$ cat config.mk
export PLATFORM = sky130hd
export DESIGN_NAME = busown_arbiter
export DESIGN_NICKNAME = d
export VERILOG_FILES = /design/src/rtl/busown_pkg.sv /design/src/rtl/rg_req_capture.sv /design/src/rtl/rg_boundary_gate.sv /design/src/rtl/rg_prio_pick.sv /design/src/rtl/rg_own_fsm.sv /design/src/rtl/busown_arbiter.sv
export SDC_FILE = /design/constraint.sdc
export NUM_CORES = 1
export LEC_CHECK = 0
export CELL_PAD_IN_SITES_DETAIL_PLACEMENT = 0
export CELL_PAD_IN_SITES_GLOBAL_PLACEMENT = 1
export CORE_AREA = 3 3 40 42
export DETAILED_ROUTE_END_ITERATION = 10
export DIE_AREA = 0 0 43 45
export PLACE_DENSITY = 0.66
export SKIP_LAST_GASP = 1
export SLEW_MARGIN = 10
export SYNTH_ARGS = -nofsm -noshare
export SYNTH_HDL_FRONTEND = slang
export SYNTH_SLANG_ARGS = --single-unit
$ cat constraint.sdc
create_clock -name clk -period 3.5 [get_ports clk]
set_clock_uncertainty 0.15 [all_clocks]
set_input_delay 0.7 -clock clk [delete_from_list [all_inputs] [get_ports clk]]
set_output_delay 0.7 -clock clk [all_outputs]
set_load 0.01 [all_outputs]
$ cat src/rtl/busown_pkg.sv
// Shared types for the bus ownership handshake controller.
package busown_pkg;
    // Who holds the local bus, plus the two one-clock transit states.
    typedef enum logic [1:0] {
        OWN_HOST   = 2'd0,  // host owns the bus, requests accepted
        OWN_GRANT  = 2'd1,  // grant pulse is on the line this cycle
        OWN_MASTER = 2'd2,  // an external master owns the bus
        OWN_GAP    = 2'd3   // dead cycle after a release
    } own_state_t;
endpackage

$ cat src/rtl/rg_req_capture.sv
// Per-line request marks. A low sample taken while capture is enabled
// sets the mark, and a clear from the grant logic removes it. Clear wins
// when both hit the same line at the same edge.
// Assumes: line_low is already the sampled (active-high) view of the line.
module rg_req_capture #(
    parameter int NCH = 2
) (
    input  logic           clk,
    input  logic           rst_n,
    input  logic           capture_en,
    input  logic [NCH-1:0] line_low,
    input  logic [NCH-1:0] clr,
    output logic [NCH-1:0] pend
);
    for (genvar c = 0; c < NCH; c++) begin : g_ch
        // Hold one request mark per line.
        always_ff @(posedge clk) begin
            if (!rst_n)
                pend[c] <= 1'b0;
            else
                pend[c] <= (pend[c] | (capture_en & line_low[c])) & ~clr[c];
        end
    end
endmodule

$ cat src/rtl/rg_boundary_gate.sv
// Decides whether the present clock is a legal point to hand over the bus.
// Assumes: phase and blocking flags are synchronous to clk.
module rg_boundary_gate (
    input  logic phase_t4,
    input  logic phase_t1,
    input  logic lock_active,
    input  logic inta_first,
    input  logic split_word,
    output logic gate_open
);
    logic at_edge;
    logic blocked;

    // A boundary is the last state of a cycle or the first of the next.
    always_comb at_edge = phase_t4 | phase_t1;

    // Any indivisible sequence in progress blocks the handover.
    always_comb blocked = lock_active | inta_first | split_word;

    // Open only on a boundary with nothing blocking.
    always_comb gate_open = at_edge & ~blocked;
endmodule

$ cat src/rtl/rg_prio_pick.sv
// Fixed-priority choice among marked requests: the lowest index wins.
// Produces a one-hot vector and the matching index.
module rg_prio_pick #(
    parameter int NCH  = 2,
    parameter int CH_W = (NCH > 1) ? $clog2(NCH) : 1
) (
    input  logic [NCH-1:0]  req,
    output logic            any,
    output logic [NCH-1:0]  pick_oh,
    output logic [CH_W-1:0] pick_idx
);
    // Scan from the top down so the lowest set index is the last write.
    always_comb begin
        pick_oh  = '0;
        pick_idx = '0;
        for (int c = NCH - 1; c >= 0; c--) begin
            if (req[c]) begin
                pick_oh  = '0;
                pick_oh[c] = 1'b1;
                pick_idx = CH_W'(c);
            end
        end
    end

    // Some line is waiting.
    always_comb any = |req;
endmodule

$ cat src/rtl/rg_own_fsm.sv
// Ownership sequencer: host -> grant pulse -> master owns -> gap -> host.
// Drives the per-line grant enable and the bus-float output from state.
// Assumes: pick_idx is valid whenever any_pend is high.
module rg_own_fsm
    import busown_pkg::*;
#(
    parameter int NCH  = 2,
    parameter int CH_W = (NCH > 1) ? $clog2(NCH) : 1
) (
    input  logic            clk,
    input  logic            rst_n,
    input  logic [NCH-1:0]  line_low,
    input  logic            any_pend,
    input  logic            gate_open,
    input  logic [CH_W-1:0] pick_idx,
    output own_state_t      state,
    output logic            grant_fire,
    output logic [NCH-1:0]  rg_drive,
    output logic            bus_float
);
    own_state_t      state_nx;
    logic [CH_W-1:0] owner;
    logic            owner_rel;

    // Fire a grant when the host holds the bus, a line waits and the gate is open.
    always_comb grant_fire = (state == OWN_HOST) & any_pend & gate_open;

    // The current owner's line pulled low is its release.
    always_comb owner_rel = line_low[owner];

    // Next-state choice.
    always_comb begin
        state_nx = state;
        unique case (state)
            OWN_HOST:   if (grant_fire) state_nx = OWN_GRANT;
            OWN_GRANT:  state_nx = OWN_MASTER;
            OWN_MASTER: if (owner_rel) state_nx = OWN_GAP;
            OWN_GAP:    state_nx = OWN_HOST;
            default:    state_nx = OWN_HOST;
        endcase
    end

    // State register.
    always_ff @(posedge clk) begin
        if (!rst_n) state <= OWN_HOST;
        else        state <= state_nx;
    end

    // Remember which line was granted.
    always_ff @(posedge clk) begin
        if (!rst_n)          owner <= '0;
        else if (grant_fire) owner <= pick_idx;
    end

    // Grant pulse goes only to the owner's line.
    for (genvar c = 0; c < NCH; c++) begin : g_drv
        always_comb rg_drive[c] = (state == OWN_GRANT) && (owner == CH_W'(c));
    end

    // Host drivers float while a master owns the bus.
    always_comb bus_float = (state == OWN_MASTER);
endmodule

$ cat src/rtl/busown_arbiter.sv
// Host-side bus ownership handshake controller for NCH single-wire
// request/grant lines. Each line carries request, grant and release as
// one-clock low pulses. The grant is given at a legal bus-cycle boundary,
// with fixed priority to the lowest line.
// Assumes: rg_in_n is the synchronous sampled level of each open-drain line,
// including the host's own pull-down during its grant pulse.
module busown_arbiter
    import busown_pkg::*;
#(
    parameter int NCH = 2
) (
    input  logic           clk,
    input  logic           rst_n,
    input  logic [NCH-1:0] rg_in_n,
    input  logic           phase_t4,
    input  logic           phase_t1,
    input  logic           lock_active,
    input  logic           inta_first,
    input  logic           split_word,
    output logic [NCH-1:0] rg_drive,
    output logic           bus_float
);
    localparam int CH_W = (NCH > 1) ? $clog2(NCH) : 1;

    own_state_t      state;
    logic [NCH-1:0]  line_low;
    logic [NCH-1:0]  pend;
    logic [NCH-1:0]  pick_oh;
    logic [NCH-1:0]  clr;
    logic [CH_W-1:0] pick_idx;
    logic            any_pend;
    logic            gate_open;
    logic            grant_fire;
    logic            capture_en;

    // Active-high view of each line.
    always_comb line_low = ~rg_in_n;

    // Requests are heard only while no master holds the bus.
    always_comb capture_en = (state == OWN_HOST) | (state == OWN_GAP);

    // The chosen line's mark is cleared as its grant fires.
    always_comb clr = grant_fire ? pick_oh : '0;

    rg_req_capture #(.NCH(NCH)) req_i (
        .clk        (clk),
        .rst_n      (rst_n),
        .capture_en (capture_en),
        .line_low   (line_low),
        .clr        (clr),
        .pend       (pend)
    );

    rg_prio_pick #(.NCH(NCH), .CH_W(CH_W)) pick_i (
        .req      (pend),
        .any      (any_pend),
        .pick_oh  (pick_oh),
        .pick_idx (pick_idx)
    );

    rg_boundary_gate gate_i (
        .phase_t4    (phase_t4),
        .phase_t1    (phase_t1),
        .lock_active (lock_active),
        .inta_first  (inta_first),
        .split_word  (split_word),
        .gate_open   (gate_open)
    );

    rg_own_fsm #(.NCH(NCH), .CH_W(CH_W)) fsm_i (
        .clk        (clk),
        .rst_n      (rst_n),
        .line_low   (line_low),
        .any_pend   (any_pend),
        .gate_open  (gate_open),
        .pick_idx   (pick_idx),
        .state      (state),
        .grant_fire (grant_fire),
        .rg_drive   (rg_drive),
        .bus_float  (bus_float)
    );
endmodule

=== Word level (Yosys, flattened, before mapping) ===
Index checks and enable logic that the tools add are counted.

* Register bits: 5
* Logic and storage cells: 43
* Input port bits: 9
* Output and inout port bits: 3

* Mux-type cells: 10
* Bitwise gates (word level): 18
* Equality and inequality tests: 5
* Reduce and logical (&&, ||, !) cells: 5
* Order comparisons: 1

{| class="wikitable"
|+ Operator list
! cell !! count
|-
| $mux W2 || 5
|-
| $pmux W2 S4 || 1
|-
| $and A1 B1 Y1 || 7
|-
| $or A1 B1 Y1 || 6
|-
| $eq A2 B2 Y1 const B || 2
|-
| $mux W1 || 4
|-
| $not A1 Y1 || 4
|-
| $eq A2 B1 Y1 const B || 1
|-
| $logic_and A1 B1 Y1 || 2
|-
| $logic_not A2 Y1 || 1
|-
| $lt A1 B2 Y1 const B || 1
|-
| $ne A2 B1 Y1 const B || 1
|-
| $ne A2 B2 Y1 const B || 1
|-
| $not A2 Y2 || 1
|-
| $reduce_and A2 Y1 || 1
|-
| $reduce_or A2 Y1 || 1
|}

=== Longest topological paths before layout ===
* Depth in word-level cells: 8
* Depth in mapped cells: 6
* Depth with buffers taken out: 6

=== Hierarchy ===
A second synthesis with hierarchy kept.

* Cell total of the unflattened synthesis: 40
* Area, all modules: 366.6 sq um

{| class="wikitable"
|+ By module, submodules not included
! module !! sequential area each (sq um) !! cells an instance !! area each (sq um) !! instances
|-
| rg_own_fsm || 60.1 || 23 || 219.0 || 1
|-
| rg_req_capture || 40.0 || 6 || 75.1 || 1
|-
| busown_arbiter || 0.0 || 5 || 28.8 || 1
|-
| rg_prio_pick || 0.0 || 4 || 27.5 || 1
|-
| rg_boundary_gate || 0.0 || 2 || 16.3 || 1
|}

=== Worst setup path after synthesis ===
Ideal clock, no wire load.

* Kind: input -> register
* Start: in split_word
* End: reg req_i.pend[1]
* Arrival time: 1.505 ns
* Setup slack: 1.728 ns
* Path buffers: 0
* Library setup time: 0.116 ns
* Stages: 4
* Required time: 3.234 ns
* Path through: nor4b_4 > o221ai_2 > or2_2 > o211a_1

* Word-level cells in the longest chain between the ends: 7

{| class="wikitable"
|+ Ends and longest elaborated chain
! what !! RTL line !! source
|-
| start, declared || busown_arbiter.sv:19 || <nowiki>input logic split_word,</nowiki>
|-
| $or A1 B1 Y1 || rg_boundary_gate.sv:18 || <nowiki>always_comb blocked = lock_active | inta_first | split_word;</nowiki>
|-
| $not A1 Y1 || rg_boundary_gate.sv:21 || <nowiki>always_comb gate_open = at_edge & ~blocked;</nowiki>
|-
| $and A1 B1 Y1 || rg_boundary_gate.sv:21 ||
|-
| $and A1 B1 Y1 || rg_own_fsm.sv:26 || <nowiki>always_comb grant_fire = (state == OWN_HOST) & any_pend & gate_open;</nowiki>
|-
| $mux W2 || busown_arbiter.sv:43 || <nowiki>always_comb clr = grant_fire ? pick_oh : '0;</nowiki>
|-
| $not A1 Y1 || rg_req_capture.sv:21 || <nowiki>pend[c] <= (pend[c] | (capture_en & line_low[c])) & ~clr[c];</nowiki>
|-
| $and A1 B1 Y1 || rg_req_capture.sv:21 ||
|-
| end signal, assigned by index || rg_req_capture.sv:21 ||
|-
| end, declared || rg_req_capture.sv:13 || <nowiki>output logic [NCH-1:0] pend</nowiki>
|}

Every way passes these cells.
A chain may end at the register's enable or synchronous reset.

=== Worst setup path after layout ===
* Start: reg fsm_i.state[1]
* End: out rg_drive[1]

* Word-level cells in the longest chain between the ends: 2

{| class="wikitable"
|+ Ends and longest elaborated chain
! what !! RTL line !! source
|-
| start, declared || rg_own_fsm.sv:16 || <nowiki>output own_state_t state,</nowiki>
|-
| start signal, assigned || rg_own_fsm.sv:46 || <nowiki>else state <= state_nx;</nowiki>
|-
| $eq A2 B1 Y1 || rg_own_fsm.sv:57 || <nowiki>always_comb rg_drive[c] = (state == OWN_GRANT) && (owner == CH_W'(c));</nowiki>
|-
| $logic_and A1 B1 Y1 || rg_own_fsm.sv:57 ||
|-
| end, declared || busown_arbiter.sv:20 || <nowiki>output logic [NCH-1:0] rg_drive,</nowiki>
|}

Every way passes these cells.

==> reports/qor.csv <==
metric,value,unit
status,finished clean,
num_vias,262,
synth_area_leaders,"dfxtp_1, ha_1, nor4b_4",
finalPower,243,uW
fmax,434,MHz
rsz0062_at_grt,false,
post_cts_buffers,0,
cts-htree-levels,1,
ant_nets,0,
use_met1,0.0723,
critPathKind,reg2out,
fin_crit_sh,0.659,
diodes,0,
numCtsBuffers,3,
chipWidth,43,um
synth_common_cells,"dfxtp_1, ha_1, nand2_1",
die_area,1940,um^2
syn2layout_area_growth,53.0,%
fill_cells,141,
gr-usage-all-layers,0.0733,
coreArea,1280,um^2
slew_viol_final,0,
clock_latency,0.24,ns
synthesis.nets,41,
ios,12,
synth_cells,29,
crit_chain,inv_1 -> ha_1 -> and2_1 -> clkdlybuf4s50_1,
drive_gt1_frac,0.182,
cp.required,2.65,ns
peakVddDrop,0.140,mV
clk_path_buf_depth,2,
drt_iter0_markers,3,
routabilityCongestion,0.696,
ys.flop_type,dfxtp_1,
crit_slowest_cell,clkdlybuf4s50_1,
grt-busiest-layer,met2,
max_stage_delay,0.47,ns
syn_area_per_cell,10.1,um^2
critPathCaptureType,primary output,
crit_path_start_kind,register,
yosysTopAreaCellShare,0.342,
port-buffer-count,11,
die_h,45,um
finish.utilization,0.349,
cts_root_buffer,clkbuf_4,
met2_usage,0.120,
setup_violations,0,
power_density,543,nW/um^2
yosysWarnings,0,
synth.largest_area_cell,dfxtp_1,
drcViolationCount,0,
path_clk_slew,0.05,ns
synth_most_common_cell,dfxtp_1,
grt_max_degree,7,
wire_per_inst,10.6,um
ctsHoldBuffers,0,
ys_ff_latch,5,
critical_path.max_fanout,3,
hold_class,reg2reg,
antenna_found_initial,0,
hold_viol,0,
clkSinkCount,5,
synth.distinct_cells,18,
cts_tree,built,
synth-edff-count,0,
gr-total-overflow,0,
drt-pass1-iter-count,4,
hpwl,511,um
cts_resized,0,
final.setup.tns,0,ns
worst_pin_slew,0.255,ns
p_leak,0.000179,uW
ys_async_sr_fraction,0,
post-route-min-period,2.31,ns
grt_pass1_vias,269,
ys_seq_area_frac,0.342,
synth_area,293,um^2
wl,627,um
start_util,0.228,
grt_pass1_wl,979,um
rows,13,
drv_cap,0,
grt_util_met3,0,
nets,57,
crit_arrival,1.46,ns
slew-limit-headroom,0.830,
viasPerCell,4.44,
[registers in the layout, summed over array words and instances (netlist names)]
| register | count |
|---|---|
| req_i.pend | 2 |
| fsm_i.owner | 1 |
| fsm_i.state | 2 |
[cell type report]
type                    count  area (um^2)  area share
clock buffers               4         26.3      0.0587
inverters                   2         7.51      0.0168
multi-input cells          22          185       0.413
flip-flops and latches      5          100       0.223
well taps                  15         18.8      0.0419
repair buffers             11          110       0.246
[final timing paths]
check | startpoint | endpoint | slack [ns] | depth (start not counted)
setup / recovery | fsm_i.state[1] | rg_drive[1] | 1.19 | 4
hold / removal | fsm_i.state[1] | fsm_i.state[1] | 0.34 | 2
setup reg to reg | fsm_i.state[0] | req_i.pend[1] | 1.81 | 6
hold reg to reg | fsm_i.state[1] | fsm_i.state[1] | 0.34 | 2
[where the power goes]
group          switching (uW)  internal (uW)  leakage, uW
clock network            26.7           43.3    0.0000150
logic                    40.7           54.8     0.000123
registers                8.45           69.2    0.0000411
total                    75.9            167     0.000179
[worst max-delay path: cells and delay by family, from the launching register on]
kind,cells,cell delay [ns]
DFF,1,0.34
and+or+nand+nor,1,0.15
adders and majority gates,1,0.18
buffers and inverters,2,0.54
[kinds of logic after synthesis]
logic type,synth area share
flops,0.342
simple gates,0.235
compound gates,0.197
buf+inv,0.0257
mux,0.0726
fa+ha+maj,0.128
[layout by cell type, fill, tap and decap left out, drive strengths merged]
master / count
clkdlybuf4s50: 11
dfxtp: 5
clkbuf: 4
nand2: 3
ha: 3
inv: 2
nor2b: 2
a21oi: 2
and2: 1
nor4b: 1
o221ai: 1
mux2: 1
a22o: 1
o21ai: 1
nor2: 1
or2: 1
o211a: 1
nor3: 1
mux2i: 1
a21boi: 1
[through the flow]
stage	cell area, um^2	hold WS [ns]	worst slack [ns]	instances
2_1_floorplan	293	0.305	1.73	29
3_3_place_gp	422	0.318	1.21	55
3_5_place_dp	422	0.330	1.20	55
4_1_cts	448	0.337	1.17	59
5_1_grt	448	0.375	1.10	59
6_report	448	0.338	1.19	59
[layer usage]
| layer | vias up | wire length [um] |
|---|---|---|
| li1 | 133 | - |
| met1 | 118 | 271 |
| met2 | 9 | 321 |
| met3 | 2 | 17 |
| met4 | 0 | 16 |
| met5 | - | 0 |
(Power assumes the default switching activity.)
